<file path="src/rtl/pwr_seq_pkg.sv">
package pwr_seq_pkg;
  typedef enum logic [1:0] {
    PS_OPER = 2'd0,
    PS_IDLE = 2'd1,
    PS_STBY = 2'd2
  } pwr_state_t;

  // positions of the filtered event lines
  localparam int EV_WAKE  = 0;
  localparam int EV_PFN   = 1;
  localparam int EV_BATOK = 2;
  localparam int EV_EXTN  = 3;
  localparam int EV_KBD   = 4;
  localparam int EV_COUNT = 5;

  // values the filters hold out of reset: wake, power fail, battery and
  // external power read as inactive-high, keyboard as released
  localparam logic [EV_COUNT-1:0] EV_RESET = 5'b01111;
endpackage

</file>
<file path="src/rtl/pwr_tick_gen.sv">
module pwr_tick_gen #(
  parameter int DIV = 16
) (
  input  logic clk,
  input  logic rst,
  output logic tick
);
  localparam int CW = (DIV > 1) ? $clog2(DIV) : 1;
  localparam logic [CW-1:0] LAST = CW'(DIV - 1);

  logic [CW-1:0] cnt;

  always_ff @(posedge clk) begin
    if (rst)              cnt <= '0;
    else if (cnt == LAST) cnt <= '0;
    else                  cnt <= cnt + 1'b1;
  end

  assign tick = (cnt == LAST);
endmodule

</file>
<file path="src/rtl/pwr_deglitch.sv">
module pwr_deglitch #(
  parameter int               W       = 5,
  parameter logic [W-1:0]     RST_VAL = '0
) (
  input  logic         clk,
  input  logic         rst,
  input  logic         tick,
  input  logic [W-1:0] raw,
  output logic [W-1:0] flt
);
  for (genvar i = 0; i < W; i++) begin : g_bit
    logic smp;
    logic val;

    // a new level is taken only when the current sample matches the last one
    always_ff @(posedge clk) begin
      if (rst) begin
        smp <= RST_VAL[i];
        val <= RST_VAL[i];
      end else if (tick) begin
        smp <= raw[i];
        if (raw[i] == smp) val <= raw[i];
      end
    end

    assign flt[i] = val;
  end
endmodule

</file>
<file path="src/rtl/pwr_state_fsm.sv">
module pwr_state_fsm
  import pwr_seq_pkg::*;
(
  input  logic                clk,
  input  logic                rst,
  input  logic                wr_halt,
  input  logic                wr_standby,
  input  logic                irq,
  input  logic [EV_COUNT-1:0] ev_flt,
  input  logic                clken_sel,
  output logic                cpu_clk_en,
  output logic                osc_en,
  output logic                bus_force_low,
  output logic                periph_rst,
  output logic                status_pin,
  output logic                status_oe,
  output logic                fiq_batlow
);
  pwr_state_t state, nxt;
  logic wake_q, bat_q;
  logic wake_rise, bat_fall, supply_ok, pf_active, kbd_act;

  assign wake_rise = ev_flt[EV_WAKE] & ~wake_q;
  assign bat_fall  = bat_q & ~ev_flt[EV_BATOK];
  assign supply_ok = ev_flt[EV_BATOK] | ~ev_flt[EV_EXTN];
  assign pf_active = ~ev_flt[EV_PFN];
  assign kbd_act   = ev_flt[EV_KBD];

  always_comb begin
    nxt = state;
    if (pf_active) begin
      nxt = PS_STBY;
    end else begin
      unique case (state)
        PS_OPER: begin
          if (wr_standby)   nxt = PS_STBY;
          else if (wr_halt) nxt = PS_IDLE;
        end
        PS_IDLE: begin
          if (wr_standby)          nxt = PS_STBY;
          else if (irq || kbd_act) nxt = PS_OPER;
        end
        PS_STBY: begin
          if (wake_rise && supply_ok) nxt = PS_OPER;
        end
        default: nxt = PS_OPER;
      endcase
    end
  end

  always_ff @(posedge clk) begin
    if (rst) begin
      state         <= PS_OPER;
      cpu_clk_en    <= 1'b1;
      osc_en        <= 1'b1;
      bus_force_low <= 1'b0;
      periph_rst    <= 1'b0;
      status_pin    <= 1'b1;
      status_oe     <= 1'b1;
      fiq_batlow    <= 1'b0;
      wake_q        <= EV_RESET[EV_WAKE];
      bat_q         <= EV_RESET[EV_BATOK];
    end else begin
      state         <= nxt;
      cpu_clk_en    <= (nxt == PS_OPER);
      osc_en        <= (nxt != PS_STBY);
      bus_force_low <= (nxt == PS_STBY);
      periph_rst    <= (nxt == PS_STBY);
      status_pin    <= (nxt != PS_STBY);
      status_oe     <= ~clken_sel | (nxt == PS_STBY);
      fiq_batlow    <= bat_fall & (state != PS_STBY);
      wake_q        <= ev_flt[EV_WAKE];
      bat_q         <= ev_flt[EV_BATOK];
    end
  end
endmodule

</file>
<file path="src/rtl/pwr_seq_ctrl.sv">
module pwr_seq_ctrl
  import pwr_seq_pkg::*;
#(
  parameter int SAMPLE_DIV = 16
) (
  input  logic clk,
  input  logic rst,
  input  logic wr_halt,
  input  logic wr_standby,
  input  logic irq,
  input  logic wake_in,
  input  logic pwr_fail_n,
  input  logic bat_ok,
  input  logic ext_pwr_n,
  input  logic kbd_in,
  input  logic clken_sel,
  output logic cpu_clk_en,
  output logic osc_en,
  output logic bus_force_low,
  output logic periph_rst,
  output logic status_pin,
  output logic status_oe,
  output logic fiq_batlow
);
  logic                sample_en;
  logic [EV_COUNT-1:0] ev_raw;
  logic [EV_COUNT-1:0] ev_flt;
  logic                pf_n_flt;

  always_comb begin
    ev_raw           = '0;
    ev_raw[EV_WAKE]  = wake_in;
    ev_raw[EV_PFN]   = pwr_fail_n;
    ev_raw[EV_BATOK] = bat_ok;
    ev_raw[EV_EXTN]  = ext_pwr_n;
    ev_raw[EV_KBD]   = kbd_in;
  end

  assign pf_n_flt = ev_flt[EV_PFN];

  pwr_tick_gen #(.DIV(SAMPLE_DIV)) u_tick (
    .clk  (clk),
    .rst  (rst),
    .tick (sample_en)
  );

  pwr_deglitch #(.W(EV_COUNT), .RST_VAL(EV_RESET)) u_flt (
    .clk  (clk),
    .rst  (rst),
    .tick (sample_en),
    .raw  (ev_raw),
    .flt  (ev_flt)
  );

  pwr_state_fsm u_fsm (
    .clk           (clk),
    .rst           (rst),
    .wr_halt       (wr_halt),
    .wr_standby    (wr_standby),
    .irq           (irq),
    .ev_flt        (ev_flt),
    .clken_sel     (clken_sel),
    .cpu_clk_en    (cpu_clk_en),
    .osc_en        (osc_en),
    .bus_force_low (bus_force_low),
    .periph_rst    (periph_rst),
    .status_pin    (status_pin),
    .status_oe     (status_oe),
    .fiq_batlow    (fiq_batlow)
  );
endmodule

</file>
<file path="config.mk">
export PLATFORM = sky130hd
export DESIGN_NAME = pwr_seq_ctrl
export DESIGN_NICKNAME = d
export VERILOG_FILES = /design/src/rtl/pwr_seq_pkg.sv /design/src/rtl/pwr_tick_gen.sv /design/src/rtl/pwr_deglitch.sv /design/src/rtl/pwr_state_fsm.sv /design/src/rtl/pwr_seq_ctrl.sv
export SDC_FILE = /design/constraint.sdc
export NUM_CORES = 1
export LEC_CHECK = 0
export BUFFER_PORTS_ARGS = -buffer_cell sky130_fd_sc_hd__buf_4
export CAP_MARGIN = 20
export CORE_MARGIN = 4
export CORE_UTILIZATION = 29
export CTS_CLUSTER_SIZE = 8
export DETAILED_ROUTE_END_ITERATION = 8
export SETUP_SLACK_MARGIN = 0.5
export SLEW_MARGIN = 20
export SYNTH_ARGS = -nofsm -noshare
export SYNTH_HDL_FRONTEND = slang
export SYNTH_HIERARCHICAL = 1
export SYNTH_SLANG_ARGS = --single-unit
</file>
<file path="constraint.sdc">
create_clock -name clk -period 3.6 [get_ports clk]
set_input_delay 0.54 -clock clk [delete_from_list [all_inputs] [get_ports clk]]
set_output_delay 0.54 -clock clk [all_outputs]
set_load 0.05 [all_outputs]
</file>
### After elaboration in Yosys (flattened, before gate mapping)

Cells that the tools add are included.

* register bits after elaboration: 23
* latch bits: 0
* RAM bits: 0
* ROM bits: 0
* input bits: 11
* output and inout bits: 7
* logic and storage cells: 57
* memories: 0

* $add $sub $neg: 1
* multiply operators: 0
* divide/modulo/power cells: 0
* magnitude comparators: 0
* eq/ne operators: 11
* shift operators: 0
* muxes and demuxes: 7
* bitwise logic cells: 9
* reduce and logical (&&, ||, !) cells: 10

Operators with widths (count)
* 2-bit 2-to-1 mux: 6
* 2-bit AND reduction: 5
* 2-bit one-hot mux with 3 select lines: 1
* 1-bit equality test: 5
* 4-bit by 1-bit adder with 4-bit output, second input constant: 1
* 2-bit equality test, second input constant: 2
* 4-bit equality test, second input constant: 1
* 2-bit logical NOT: 2
* 2-bit != test, second input constant: 2
* 1-bit inverter: 4
* 1-bit AND: 3
* 2-bit by 1-bit equality test with 1-bit output, second input constant: 1
* 1-bit bitwise OR: 2
* 2-bit OR reduction: 1
* 1-bit logical AND: 1
* 1-bit logical OR: 1

### Logic depth before layout (Yosys ltp)

Gate-level depths: netlist (run 1).

* word-level depth: 8
* mapped depth: 6

### Modules after synthesis

Netlist (run 1), hierarchy kept.

By module, submodules not included
* pwr_deglitch: times used 1, cells each 48, area each 440.4 sq um
* pwr_state_fsm: times used 1, cells each 32, area each 344.1 sq um
* pwr_tick_gen: times used 1, cells each 15, area each 166.4 sq um

### Least setup slack after synthesis (run 1)

Ideal clock, no wire load.

* path kind: register -> output
* start point: reg u_fsm.periph_rst
* end point: out periph_rst
* arrival: 894 ps
* data required time: 3060 ps
* setup slack: 2166 ps
* stages on the path, launching flop included: 2
* path through: dfxtp_1 -> buf_4

RTL lines
* from (decl): RTL line pwr_state_fsm.sv:14 `output logic periph_rst,`
* from (signal assigned): RTL line pwr_state_fsm.sv:68 `periph_rst <= (nxt == PS_STBY);`
* to (decl): RTL line pwr_seq_ctrl.sv:20 `output logic periph_rst,`

No word-level cell between the ends.

### Final worst setup path (run 1)

* start point: reg u_tick.cnt[0]
* end point: reg u_flt.g_bit[2].smp

* longest elaborated chain between the ends: 1

Ends and longest elaborated chain
* from (decl): RTL line pwr_tick_gen.sv:11 `logic [CW-1:0] cnt;`
* from (signal assigned): RTL line pwr_tick_gen.sv:16 `else cnt <= cnt + 1'b1;`
* 4-bit equality test: RTL line pwr_tick_gen.sv:19 `assign tick = (cnt == LAST);`
* named net sample_en: RTL line pwr_seq_ctrl.sv:25 `logic sample_en;`
* to (signal assigned): RTL line pwr_deglitch.sv:18 `smp <= RST_VAL[i];`
* to (signal assigned): RTL line pwr_deglitch.sv:21 `smp <= raw[i];`
* to (decl): RTL line pwr_deglitch.sv:12 `logic smp;`

The timed path passes the listed nets, and every way through them passes these cells.
A chain may end at the register's enable or synchronous reset.

==> results of run 1 <==
-- report_power, final --
part | internal (mW) | total (mW) | switching [mW]
Clock | 0.0432 | 0.114 | 0.0710
Sequential | 0.263 | 0.269 | 0.00551
Combinational | 0.0259 | 0.0657 | 0.0398
Total | 0.332 | 0.449 | 0.116
-- cell usage in the layout, fill, tap and decap left out, drive strengths merged, types with 2 or more instances in the layout --
master	netlist	routed
a31o	3	3
o21ai	6	6
and3	2	2
a211o	4	4
and2	4	4
clkbuf	0	4
nor2b	2	2
inv	5	5
nor3b	2	2
nand2	2	2
a211oi	3	3
nor2	7	7
a31oi	2	2
nor3	2	2
a21oi	7	7
nand2b	2	2
dfxtp	23	23
buf	9	17
-- per-stage QoR --
stage / setup slack, ns / std cells / hold slack (ns) / total power [mW] / cell area (um^2)
6_report: 2.14 / 151 / 0.463 / 0.449 / 1090
5_1_grt: 2.05 / 151 / 0.483 / 0.473 / 1090
4_1_cts: 2.15 / 151 / 0.464 / 0.454 / 1090
3_5_place_dp: 2.17 / 147 / 0.436 / 0.340 / 1060
3_3_place_gp: 2.25 / 147 / 0.441 / 0.339 / 1060
2_1_floorplan: 2.17 / 95 / 0.429 / 0.318 / 951
-- registers in the layout, summed over array words and instances (netlist names) --
signal,flops
u_fsm/status_pin,1
u_fsm/cpu_clk_en,1
u_fsm/bat_q,1
u_tick/cnt,4
u_fsm/state,2
u_fsm/fiq_batlow,1
u_flt/g_bit.val,5
u_fsm/periph_rst,1
u_fsm/status_oe,1
u_flt/g_bit.smp,5
u_fsm/wake_q,1
-- cell families after synthesis --
logic type                 Yosys count  synth area share, %
DFF                                 23                 48.4
muxes                                1                 1.05
AOI/OAI and AO/OA                   28                 20.3
xor gates and xnor gates             1                0.921
buffers and inverters               14                 9.47
and+or+nand+nor                     27                 18.6
adders and majority gates            1                 1.32
-- path summary, 6_finish.rpt --
check | from | endpoint | slack [ns] | cells past startpoint
worst max-delay path | u_tick/cnt[0] | u_flt/g_bit[2].smp | 2.14 | 4
worst min-delay path | u_fsm/bat_q | u_fsm/fiq_batlow | 0.46 | 1
worst min register to register | u_fsm/bat_q | u_fsm/fiq_batlow | 0.46 | 1
worst max register to register | u_tick/cnt[0] | u_flt/g_bit[2].smp | 2.14 | 4
-- routing by layer --
| layer | global-route usage (%) | vias up |
|---|---|---|
| met5 | 0 | - |
| met4 | 3.89 | 0 |
| met3 | 3.59 | 2 |
| met2 | 14.5 | 18 |
| met1 | 10.7 | 326 |
| li1 | - | 354 |
-- layout make-up --
| class | count | area, um^2 | area share, % |
|---|---|---|---|
| repair buffers | 17 | 128 | 11.7 |
| multi-input cells | 58 | 400 | 36.8 |
| well taps | 44 | 55.1 | 5.06 |
| clock buffers | 4 | 26.3 | 2.41 |
| flip-flops and latches | 23 | 460 | 42.3 |
| inverters | 5 | 18.8 | 1.72 |
-- worst max-delay path, stage by stage, from the launching register on --
cell and delay, ns:
dfxtp_1 0.42, ha_1 0.24, and3_4 0.30, inv_2 0.10, a211o_1 0.29
-- cells in the mapped netlist --
| cell type | n | area, um^2 |
|---|---|---|
| dfxtp_1 | 23 | 460 |
| buf_4 | 8 | 60.1 |
| a21oi_1 | 7 | 35.0 |
| nor2_1 | 7 | 26.3 |
| o21ai_0 | 6 | 30.0 |
| a211o_1 | 4 | 35.0 |
| inv_1 | 4 | 15.0 |
| a211oi_1 | 3 | 22.5 |
| a31o_1 | 2 | 17.5 |
| a31oi_1 | 2 | 12.5 |
| and2_0 | 2 | 12.5 |
| nand2_1 | 2 | 7.51 |
| nor2b_1 | 2 | 12.5 |
| a21o_1 | 1 | 7.51 |
| a31o_4 | 1 | 17.5 |
| and2_1 | 1 | 6.26 |
| and2_4 | 1 | 8.76 |
| and3_1 | 1 | 6.26 |
| and3_4 | 1 | 11.3 |
| buf_6 | 1 | 11.3 |
| ha_1 | 1 | 12.5 |
| inv_2 | 1 | 3.75 |
| mux2i_1 | 1 | 10.0 |
| nand2b_1 | 1 | 6.26 |
| nand2b_4 | 1 | 13.8 |
| nand4_1 | 1 | 6.26 |
| nand4b_1 | 1 | 8.76 |
| nor3_1 | 1 | 5.00 |
| nor3_2 | 1 | 10.0 |
| nor3b_1 | 1 | 7.51 |
| nor3b_2 | 1 | 12.5 |
| nor4b_1 | 1 | 8.76 |
| o21a_1 | 1 | 7.51 |
| o31ai_1 | 1 | 7.51 |
| or2_2 | 1 | 6.26 |
| xnor2_1 | 1 | 8.76 |
==> results by group, run 1 <==
Status
  – Status: completed

Power and ir drop
  – Max VDD drop: 0.193 mV
  – Leak: 0.431 nW
  – PD cells: 412 nW/um^2

Critical path
  – CP Launch Type: flop
  – CP Class: flop to flop
  – Critical path fanouts, max: 12
  – Arr. time, crit path: 1.67 ns
  – Worst Path Required: 3.81 ns
  – CP endpoint kind: flop

Run
  – Maxcap violations: 0

Layout
  – Fillers: 342
  – Ant. Diodes: 0
  – Synthesis-to-finish area growth: 14.5%
  – Share of cells above drive strength 1: 26.2%
  – Finished Core Util: 35.1%
  – Nets: 120

STA
  – Fin crit period: 1.46 ns
  – Fin Setup TNS: 0 ns
  – Slew headroom: 81.7%
  – Tcrit/Tclk final: 40.5%
  – Setup violations, final: 0
  – Fin. max-slew vios: 0
  – Fin. Hold Viols: 0
  – RSZ-0062 raised after global routing: no
  – Fmax: 687 MHz
  – Slew @ Worst Pin: 0.271 ns
  – Final Skew: 0.00242 ns

Floorplan
  – FP Rows: 20
  – Die X: 65.3 um
  – Initial Util: 30.6%
  – Die height: 65.3 um
  – Core ar.: 3100 um^2
  – Ports: 18
  – Die area: 4260 um^2

Placed design
  – Placer congestion estimate: 0.722
  – Port bufs: 17
  – Detailed Place HPWL: 1240 um

Clock network
  – Clk sinks: 23
  – Hold Buf Count CTS: 0
  – CTS-repair resized insts: 0
  – Clock transition at path regs: 0.11 ns
  – CTS tree: built
  – Postcts setup bufs: 0
  – Clock root buffer: clkbuf_4
  – Worst skew pair latency: 0.30 ns
  – H-tree levels: 1
  – Max clock buf depth: 2
  – Cts bufs inserted: 3

Route
  – DRC viols: 0
  – Antenna viol nets, final: 0
  – Routed WL: 1700 um
  – Top Layer Used: met4
  – DR pass1 iterations: 4
  – Post-Route M1 WL: 770 um
  – Initial DRC Count: 49
  – Via count: 700
  – Met2 wire len: 791 um
  – Met3 WL: 108 um
  – Vias per inst: 4.64
  – Wire length per cell: 11.2 um

Yosys
  – Post-synthesis register bit count: 23
  – Synth cell types: 36
  – Synth Area per Inst: 10.0 um^2
  – Mapped Area: 951 um^2
  – Sequential cell area fraction in the yosys report: 48.4%
  – Post-synth net total: 107
  – YS warnings: 6
  – Synthesized netlist cell count: 95

Global routing
  – Grt total ovfl: 0
  – First-pass GRT wire length: 3020 um
  – Largest net degree at the start of global routing: 27
  – Initial antenna violation count: 0
  – Vias in the first global route: 681
  – All-layer global routing usage: 9.06%

Hold path
  – Hold crit path type: flop to flop
No activity file was read; power rests on OpenSTA's default activity.
==> inputs of run 2 (changes only) <==
Settings changed: ABC_AREA set to 1.
Clock period 3.6 ns to 1.18 ns, I/O delays scaled along.
==> run 2 against run 1 <==
- sequential power rose to 3.1 times the previous value
- sequential cell count did not move
- total power rose to 3.2 times the previous value
- global-route usage rose by 0.29 points
- register-to-register slack got worse by 2.1 ns
- critical endpoint is now u_flt/g_bit[1].val
- utilization rose by 8.7 points
==> results by group, run 2 <==
Status
  – Status: completed

Layout
  – Most frequent cells in the layout: buf_4, nand2_1, dfxtp_1, dfxtp_2, nand3_1
  – Finished Layout Cells: 184
  – Top flop regs: u_flt/g_bit.smp: 5 flops, u_flt/g_bit.val: 5 flops, u_tick/cnt: 4 flops
  – Commonest non-fill, non-tap cell in the layout: buf_4
  – Nets: 153
  – Finished Core Util: 43.8%
  – Ant. Diodes: 0
  – Synthesis-to-finish area growth: 43.6%
  – Share of cells above drive strength 1: 52.9%

Yosys
  – Synth area leaders: dfxtp_1, nand2_1, buf_4, nand3_1, o21ai_0
  – Largest area contributor in the netlist: dfxtp_1
  – Mapped Area: 938 um^2
  – Number of flops mapped to enable cells by yosys: 0
  – YS warnings: 6
  – Post-synthesis register bit count: 23
  – Primary FF master, synth: dfxtp_1
  – Async set-or-reset flop fraction in the synthesized netlist: 0%
  – Count leader, synth: dfxtp_1
  – Synth cell types: 20
  – Synthesized netlist cell count: 114
  – Sequential cell area fraction in the yosys report: 49.1%
  – Synth Area per Inst: 8.23 um^2
  – Post-synth net total: 126
  – Post-synth top area share: 49.1%
  – Synth cell count leaders: dfxtp_1, nand2_1, inv_1

Global routing
  – GRT Max-Usage Layer: met2
  – Met1 usage: 9.27%
  – Largest net degree at the start of global routing: 14
  – Vias in the first global route: 781
  – Grt total ovfl: 0
  – GR Layer Usage met3: 4.51%
  – Initial antenna violation count: 0
  – First-pass GRT wire length: 3060 um
  – All-layer global routing usage: 9.35%
  – Met2 usage: 16.7%

Critical path
  – Crit-path slowest cell: dfxtp_2
  – Reg2reg start: u_tick/cnt[0]
  – Worst Path Required: 1.43 ns
  – Critical path fanouts, max: 5
  – CP max stage delay: 0.38 ns
  – Arr. time, crit path: 1.40 ns
  – Worst Setup SP: u_tick/cnt[0]
  – CP endpoint kind: flop
  – CP Class: flop to flop
  – CP cell instances: ha_4 > nand2_4 > nor2_4 > buf_4 > nand2_1 > inv_1 > o21ai_0 > nand3_1
  – CP Launch Type: flop

Route
  – Wire length per cell: 10.1 um
  – Initial DRC Count: 16
  – Antenna viol nets, final: 0
  – Routed WL: 1860 um
  – Via count: 807
  – DRC viols: 0
  – DR pass1 iterations: 4
  – Vias per inst: 4.39

Power and ir drop
  – Max VDD drop: 0.708 mV
  – Sequential share of power: 57.7%
  – Clock power share: 24.6%
  – PD cells: 1070 nW/um^2
  – Combinational power share: 17.7%
  – Leak: 0.616 nW
  – Sw Ratio: 27.4%
  – Cell-internal power: 1.04 mW
  – P_sw: 0.394 mW

Clock network
  – Clock transition at path regs: 0.13 ns
  – Clk sinks: 23
  – Cts bufs inserted: 3
  – Worst skew pair latency: 0.31 ns
  – Max clock buf depth: 2
  – Hold Buf Count CTS: 0
  – CTS tree: built
  – H-tree levels: 1
  – Clock root buffer: clkbuf_4

STA
  – Slew @ Worst Pin: 0.260 ns
  – Slew headroom: 82.6%
  – Fin. max-slew vios: 0
  – Setup violations, final: 0
  – Tcrit/Tclk final: 97.1%
  – RSZ-0062 raised after global routing: yes
  – Fin crit period: 1.15 ns
  – Fin. Hold Viols: 0
  – Fmax: 873 MHz
  – Fin Setup TNS: 0 ns
  – Final Skew: 0.0111 ns

Placed design
  – Post-placement cell count: 170
  – Placer congestion estimate: 0.753
  – Port bufs: 17
  – Detailed Place HPWL: 1340 um

Hold path
  – HP Start: clken_sel
  – Hold crit path type: input port to flop

Run
  – Maxcap violations: 0

Floorplan
  – Core ar.: 3080 um^2
  – Ports: 18
  – Initial Util: 30.5%
  – Die X: 64.9 um
  – FP Rows: 20
  – Die height: 64.9 um
  – Die area: 4210 um^2
[run 2: cell families after synthesis]
kind of cell / Yosys count / share of synthesized area (%)
compound gates: 18 / 12.9
fa+ha+maj: 1 / 1.33
simple gates: 48 / 23.5
buf+inv: 24 / 13.2
flops: 23 / 49.1
[run 2: worst max-delay path, delay by kind of cell, from the launching register on]
kind | cells | cell delay, ns
buffers and inverters | 2 | 0.18
adders and majority gates | 1 | 0.16
DFF | 1 | 0.38
and+or+nand+nor | 4 | 0.30
AOI/OAI and AO/OA | 1 | 0.07
[run 2: routing by layer]
metal	share of wire, %	vias up
met5	0	-
met4	0.86	0
li1	-	411
met1	40	376
met2	53	18
met3	6.1	2
[run 2: area by class of cell]
| cell class | instances | area, um^2 |
|---|---|---|
| Fill cell | 308 | 1730 |
| Clock inverter | 1 | 5.00 |
| Timing Repair Buffer | 30 | 293 |
| Multi-Input combinational cell | 67 | 432 |
| Tap cell | 44 | 55.1 |
| Clock buffer | 3 | 22.5 |
| Sequential cell | 23 | 480 |
| Inverter | 16 | 60.1 |
[run 2: worst paths after layout]
| path | slack, ns | to | cells after the start |
|---|---|---|---|
| setup / recovery | 0.03 | u_flt/g_bit[1].val | 8 |
| hold / removal | 0.05 | u_fsm/status_oe | 2 |
| setup reg to reg | 0.03 | u_flt/g_bit[1].val | 8 |
| hold reg to reg | 0.47 | u_fsm/fiq_batlow | 1 |
[run 2: power by group through the flow]
stage / combinational [mW] / clock, mW / sequential [mW]
3_3_place_gp: 0.213 / 0 / 0.838
6_report: 0.255 / 0.354 / 0.829
3_5_place_dp: 0.218 / 0 / 0.840
5_1_grt: 0.274 / 0.397 / 0.833
4_1_cts: 0.243 / 0.374 / 0.830
2_1_floorplan: 0.112 / 0 / 0.885
[run 2: metrics by stage]
stage	instance area [um^2]	power (mW)	hold slack [ns]	setup slack, ns
floorplan	1020	0.996	0.235	0.0796
global placement	1140	1.05	0.377	0.0319
detailed placement	1140	1.06	0.375	-0.0201
CTS	1300	1.45	0.0521	0.0254
global route	1350	1.50	0.0575	-0.0498
finish	1350	1.44	0.0520	0.0344
[run 2: repair_timing]
action	4_1_cts	5_1_grt
pin swaps	12	5
endpoints found under the setup margin	28	28
buffers inserted	7	3
resized for setup	27	7
==> inputs of run 3 (changes only) <==
Settings changed: CORE_UTILIZATION 29 to 47, PLACE_DENSITY set to 0.72.
==> run 3 against run 2 <==
- the flow now finishes with violations (setup timing)
- utilization increased by 32 points
- total power increased by 0.30%
- combinational power increased by 4%
- clock power shrank 2%
- maximum frequency fell by 4.5%
- critical path depth decreased by 1
- final cell count down 9.8%
- die area down 34%
- design area rose by 1.2%
- setup slack got worse by 0.054 ns
- worst hold slack better by 0.010 ns
- critical endpoint is now u_flt/g_bit[4].val
- largest cell class unchanged
==> results by group, run 3 (synthesis results as in run 2) <==
Status
  – Status: complete, but fails checks
  – Failing checks: setup timing

Global routing
  – All-layer global routing usage: 14.7%
  – GRT Max-Usage Layer: met2
  – Vias in the first global route: 744
  – Largest net degree at the start of global routing: 13
  – Met2 usage: 27.3%
  – Initial antenna violation count: 0
  – Grt total ovfl: 0
  – First-pass GRT wire length: 3020 um
  – GR Layer Usage met3: 2.56%
  – Met1 usage: 16.1%

Critical path
  – CP cell instances: ha_4 > nand2_4 > nor2_4 > buf_4 > nand2_1 > nand2_1 > a21oi_1
  – Crit-path slowest cell: dfxtp_4
  – Arr. time, crit path: 1.40 ns
  – CP endpoint kind: flop
  – CP Launch Type: flop
  – CP max stage delay: 0.38 ns
  – Critical path fanouts, max: 5
  – CP Class: flop to flop
  – Worst Path Required: 1.38 ns
  – Crit path top cell by count: nand2_1

Clock network
  – Worst skew pair latency: 0.30 ns
  – Hold Buf Count CTS: 0
  – Clock root buffer: clkbuf_4
  – Clock transition at path regs: 0.12 ns
  – Max clock buf depth: 2
  – Clk sinks: 23
  – H-tree levels: 1
  – Cts bufs inserted: 3
  – CTS tree: built

Floorplan
  – Ports: 18
  – FP Rows: 15
  – Die area: 2780 um^2
  – Initial Util: 52.1%
  – Core ar.: 1800 um^2
  – Die X: 52.7 um
  – Die height: 52.7 um

STA
  – Tcrit/Tclk final: 102%
  – Final hold slack: 0.0622 ns
  – Fin Setup TNS: -0.0580 ns
  – Slew headroom: 80.0%
  – Final Skew: 0.00789 ns
  – Fin. max-slew vios: 0
  – Setup violations, final: 5
  – RSZ-0062 raised after global routing: yes
  – Fin. Hold Viols: 0
  – Fmax: 834 MHz
  – Fin crit period: 1.20 ns
  – Crit path setup slack, layout: -0.0194 ns
  – Slew @ Worst Pin: 0.298 ns

Power and ir drop
  – Sequential share of power: 57.5%
  – PD cells: 1060 nW/um^2
  – Combinational power share: 18.3%
  – Cell-internal power: 1.05 mW
  – Power Total: 1.44 mW
  – Sw Ratio: 26.9%
  – Leak: 0.628 nW
  – Clock power share: 24.1%
  – Max VDD drop: 0.674 mV
  – P_sw: 0.388 mW

Route
  – DRC viols: 0
  – Vias per inst: 4.99
  – DR pass1 iterations: 4
  – Via count: 828
  – Wire length per cell: 12.5 um
  – Antenna viol nets, final: 0
  – Initial DRC Count: 22
  – Routed WL: 2080 um

Layout
  – Synthesis-to-finish area growth: 45.3%
  – Most frequent cells in the layout: buf_4, nand2_1, dfxtp_1, nand3_1, dfxtp_2
  – Nets: 154
  – Ant. Diodes: 0
  – Top flop regs: u_flt/g_bit.smp: 5 flops, u_flt/g_bit.val: 5 flops, u_tick/cnt: 4 flops
  – Finished Core Util: 75.7%
  – Share of cells above drive strength 1: 56.0%
  – Multi-input logic area: 460 um^2
  – Sequential Area: 483 um^2
  – Fillers: 129
  – Commonest non-fill, non-tap cell in the layout: buf_4
  – Fin area: 1360 um^2

Hold path
  – Hold crit path type: input port to flop

Placed design
  – Placer congestion estimate: 0.719
  – Port bufs: 17
  – Detailed Place HPWL: 1300 um
  – Placed Area: 1120 um^2

Run
  – Maxcap violations: 0
==> run 3: changes by cell type in the layout (fill, tap and decap cells not counted), moves of 2 or more <==
cell / before / now
o21ai_1: 7 / 4
nor2_1: 5 / 7
nand2_1: 17 / 15
nand2_4: 2 / 4
nor2_2: 2 / 0
o21ai_2: 1 / 5
==> run 3: cell type report <==
type	instances	share of cell area (%)
Timing Repair Buffer	31	22.0
Clock buffer	4	1.93
Multi-Input combinational cell	67	33.8
Tap cell	25	2.29
Sequential cell	23	35.4
Inverter	16	4.59
==> run 3: per-layer routing <==
metal	part of all wire (%)	vias to the layer above	wire, um
met4	1.7	0	35
met3	6.0	4	125
met1	39	380	818
met5	0	-	0
met2	53	35	1100
li1	-	409	-
==> run 3: repair_timing <==
item / in CTS / in global routing
resized for setup: 26 / 18
pin swaps: 6 / 8
buffers inserted: 4 / 6
cloned: 0 / 0
endpoints found under the hold margin: 0 / 0
setup endpoints to repair: 28 / 28
==> run 3: worst max-delay path, delay by kind of cell, from the launching register on <==
kind,cells,cell delay (ns)
adders and majority gates,1,0.14
buffers and inverters,1,0.15
and+or+nand+nor,4,0.36
AOI/OAI and AO/OA,1,0.07
DFF,1,0.38
==> run 3: final timing paths <==
kind / to / slack, ns / depth (start not counted) / start
setup reg to reg: u_flt/g_bit[4].val / -0.02 / 7 / u_tick/cnt[1]
setup / recovery: u_flt/g_bit[4].val / -0.02 / 7 / u_tick/cnt[1]
hold reg to reg: u_fsm/fiq_batlow / 0.47 / 1 / u_fsm/bat_q
hold / removal: u_fsm/status_oe / 0.06 / 2 / clken_sel
==> run 3: power groups by stage <==
stage	Combinational, mW	Sequential [mW]	Clock, mW
after global routing	0.283	0.834	0.386
after CTS	0.249	0.830	0.359
after detailed placement	0.220	0.839	0
after global placement	0.215	0.837	0
after floorplan	0.112	0.885	0
final	0.264	0.830	0.348
==> run 3: metrics by stage <==
stage          worst slack, ns  std cells
3_5_place_dp          -0.00807        152
2_1_floorplan           0.0796        114
4_1_cts                 0.0363        160
5_1_grt                -0.0922        166
3_3_place_gp            0.0355        152
6_report               -0.0194        166
